`config.mk`:
```
export PLATFORM = sky130hd
export DESIGN_NAME = falign_mon
export DESIGN_NICKNAME = d
export VERILOG_FILES = /design/src/rtl/falign_mon.sv
export SDC_FILE = /design/constraint.sdc
export NUM_CORES = 1
export LEC_CHECK = 0
export BUFFER_PORTS_ARGS = -buffer_cell sky130_fd_sc_hd__buf_2
export CAP_MARGIN = 20
export CORE_UTILIZATION = 30
export CTS_CLUSTER_DIAMETER = 100
export CTS_CLUSTER_SIZE = 24
export DETAILED_ROUTE_END_ITERATION = 6
export PLACE_DENSITY = 0.49
export SLEW_MARGIN = 20
export SYNTH_ARGS = -nofsm -noshare
export SYNTH_HDL_FRONTEND = slang
export SYNTH_SLANG_ARGS = --single-unit
```
`constraint.sdc`:
```
create_clock -name clk -period 1.4 [get_ports clk]
set_input_delay 0.35 -clock clk [delete_from_list [all_inputs] [get_ports clk]]
set_output_delay 0.35 -clock clk [all_outputs]
set_load 0.01 [all_outputs]
```
`src/rtl/falign_mon.sv`:
```
module falign_mon #(
  parameter int POS_W   = 8,
  parameter int RUN_LEN = 32
) (
  input  logic             clk,
  input  logic             rst_n,
  input  logic             acq_stb,
  input  logic             loss_stb,
  input  logic [POS_W-1:0] acq_pos,
  input  logic             crc_stb,
  input  logic             crc_bad,
  output logic             locked,
  output logic             cofa_evt,
  output logic             ffa_evt
);
  localparam int CW = (RUN_LEN > 2) ? $clog2(RUN_LEN) : 1;
  localparam logic [CW-1:0] LAST = CW'(RUN_LEN - 1);

  logic             ever;
  logic [POS_W-1:0] held;
  logic [CW-1:0]    run;
  logic             take;
  logic             moved;
  logic             hit;
  logic             run_end;

  assign take    = acq_stb & ~loss_stb & ~locked;
  assign moved   = ever & (acq_pos != held);
  assign hit     = locked & ~loss_stb & crc_stb & crc_bad;
  assign run_end = (run == LAST);

  always_ff @(posedge clk) begin
    if (!rst_n) begin
      locked   <= 1'b0;
      ever     <= 1'b0;
      held     <= '0;
      run      <= '0;
      cofa_evt <= 1'b0;
      ffa_evt  <= 1'b0;
    end else begin
      cofa_evt <= take & moved;
      ffa_evt  <= hit & run_end;
      if (loss_stb)  locked <= 1'b0;
      else if (take) locked <= 1'b1;
      if (take) begin
        ever <= 1'b1;
        held <= acq_pos;
      end
      if (!locked || loss_stb)      run <= '0;
      else if (crc_stb) begin
        if (!crc_bad || run_end)    run <= '0;
        else                        run <= run + 1'b1;
      end
    end
  end
endmodule


```
==> metrics <==
largest net degree at the start of global routing=13; Netlist cell types=23; RSZ-0062 raised after global routing=false; net load switching power=0.0002059 W; Non-Filler Instances=120; sequential share of the synthesized area=0.4511; Setup CP Type=flop to flop; Via-to-Cell Ratio=4.367; Design Area, Final=944.7 um2; ANT nets after route=0; overall routing resource usage=0.1071; Yosys reg bits=17; Clock Latency Late Sink=280 ps; first-pass GRT wire length=2.035 mm; hold-critical path depth=2; Post-Synthesis Net Count=88; final wirelength=1.243 mm; Syn Std Cell Area=754.5 um2; Reg power frac=0.587; Hold WC Path Type=input pin to flop; actual slew at the worst max-slew pin=278.2 ps; vias in the first global route=514; Clock Sinks=17; Ys Warns=0; outcome=complete, no violations; CP required=1620 ps; die height=52.15 um; Internal Pwr Total=0.0006600 W; Pwr Density=916.6 mW/mm2; Post-Synthesis Cells=72; DRT iter0 DRCs=0; leakage=0.4027 nW; Comb power frac=0.116; Setup crit start kind=flop; worst setup margin=61.90 ps; Detailed Place HPWL=911.9 um; crit path cell chain=ha_4 > and3_4 > ha_2 > nor2b_1 > o21ai_1 > buf_4 > nor2_2; Worst slew margin=0.8128; H-tree levels=1; Data arrival, critical path=1560 ps; io pins=17; layout cells sized above 1=0.3696; Layout Nets=109; num rows=17; Max Cap Viol=0; Tmin final=1338 ps; CTS tree=done; CP top delay family=simple AND/OR/NAND/NOR gates; clk slew on worst S/H paths=100 ps; drt pass-1 iters=1; clk_skew=4.559 ps; TNS Setup=0 ps; critical path depth=7; Final Setup Violations=0; period utilization=0.9558; initial antenna violation count=0; Slew Viols, Final=0; CP max stage delay=350 ps; Max clock buf depth=2; clock power share=0.297; Worst Path Buf+Inv=1; grt ovf=0; fmax=747.3 MHz; CP Max Fanout=5; core area=0.002297 mm2; placed cell areas=884.6 um2; initial core utilization=0.3284; CP Capture Type=flop; placed cells=116; DRC viols=0; switch share=0.2378; Slowest-stage cell, CP=dfxtp_2; CTS Buf Count=3; hold_buf cts=0; Clk Tree Root Cell=clkbuf_4; Vias=524; R2R depth=7; die area=0.002720 mm2; # port buffers=16; gpl congestion=0.6499; Chip Width=52.15 um; dpl ws=36.14 ps; synthesis-to-layout area growth=25.21%; Worst VDD drop=817.1 uV; WL/cell=10.36 um; Filler Cells Inserted=240; syn avg cell area=10.48 um2; Final Hold Viols=0; total inserted antenna cells=0; Power Total=0.0008659 W
-- power by group through the flow --
stage | Clock (W) | Sequential, W | Combinational [W]
floorplan | 0 | 0.000519 | 0.0000622
global placement | 0 | 0.000519 | 0.000100
detailed placement | 0 | 0.000519 | 0.000102
CTS | 0.000275 | 0.000508 | 0.000103
global route | 0.000299 | 0.000510 | 0.000111
finish | 0.000257 | 0.000508 | 0.000100
-- cell type report --
class	count	area, um2	share of cell area
clock inverter	1	5.005	0.005298
multi-input combinational	51	420.4	0.4450
sequential	17	342.8	0.3629
inverter	1	3.754	0.003974
tap	28	35.03	0.03709
timing repair buffer	19	115.1	0.1219
clock buffer	3	22.52	0.02384
-- cell usage after synthesis (all sizes together) --
cell | count | area share
and3 | 1 | 0.0083
xor2 | 10 | 0.12
a21oi | 1 | 0.0066
nand3 | 1 | 0.0066
nor2b | 9 | 0.075
xnor2 | 1 | 0.012
o21a | 1 | 0.010
nand2 | 1 | 0.0050
nand4 | 1 | 0.0083
nor4 | 2 | 0.017
inv | 1 | 0.0050
buf | 2 | 0.022
and3b | 1 | 0.013
mux2i | 10 | 0.13
dfxtp | 17 | 0.45
clkbuf | 1 | 0.0050
nor2 | 6 | 0.030
ha | 2 | 0.033
nor3b | 2 | 0.027
o21ai | 1 | 0.0066
and4 | 1 | 0.012
-- routing by layer --
metal | vias to the layer above | global-route usage | part of all wire
met2 | 7 | 0.1774 | 0.46
met5 | - | 0 | 0
met4 | 0 | 0.05263 | 0.011
li1 | 280 | - | -
met3 | 2 | 0.05263 | 0.039
met1 | 235 | 0.1117 | 0.49
-- layout by cell type, fill, tap and decap left out --
master | netlist | final
xor2_1 | 10 | 10
nor4_1 | 2 | 2
dfxtp_2 | 0 | 2
buf_2 | 1 | 16
dfxtp_1 | 17 | 15
nor2_2 | 0 | 4
a21oi_1 | 1 | 1
and4_1 | 1 | 1
o21a_1 | 1 | 1
and3_4 | 0 | 1
nor2b_1 | 9 | 9
nand4_1 | 1 | 1
clkbuf_4 | 0 | 3
buf_12 | 0 | 1
and3b_2 | 1 | 1
clkinv_2 | 0 | 1
nor3b_1 | 1 | 1
nor3b_2 | 1 | 1
inv_1 | 1 | 1
mux2i_1 | 10 | 10
nand3_1 | 1 | 1
ha_4 | 0 | 1
o21ai_1 | 1 | 1
buf_4 | 0 | 2
nor2_1 | 6 | 2
nand2_1 | 1 | 1
xnor2_1 | 1 | 1
ha_2 | 0 | 1
-- timing repair --
item,4_1_cts,5_1_grt
setup endpoints to repair,0,5
hold endpoints to repair,0,0
gates resized for setup,0,10
buffers inserted,0,0
-- registers in the layout, summed over array words and instances, names as in the netlist --
name / cells
held: 8
run: 5
cofa_evt: 1
ever: 1
ffa_evt: 1
locked: 1
-- worst paths after layout --
path                        from             endpoint  slack, ps
max reg2reg  run[0]$_SDFFE_PP0P_  run[1]$_SDFFE_PP0P_         60
max          run[0]$_SDFFE_PP0P_  run[1]$_SDFFE_PP0P_         60
min reg2reg    ever$_SDFFE_PN0P_  cofa_evt$_SDFF_PN0_        440
min                     loss_stb  locked$_SDFFE_PP0P_        250
-- metrics by stage --
step                        util  hold WS, ps
final                     0.4112        254.4
after CTS                 0.3971        242.6
after global routing      0.4112        234.1
after detailed placement  0.3851        435.9
after global placement    0.3851        431.9
after floorplan                -        424.6
-- logic make-up after synthesis --
logic type      share of synthesized area
fa+ha+maj                         0.03316
buf+inv                           0.03149
flops                              0.4511
xor+xnor                           0.1277
mux                                0.1327
simple gates                       0.2007
compound gates                    0.02321
(Power assumes the default switching activity.)
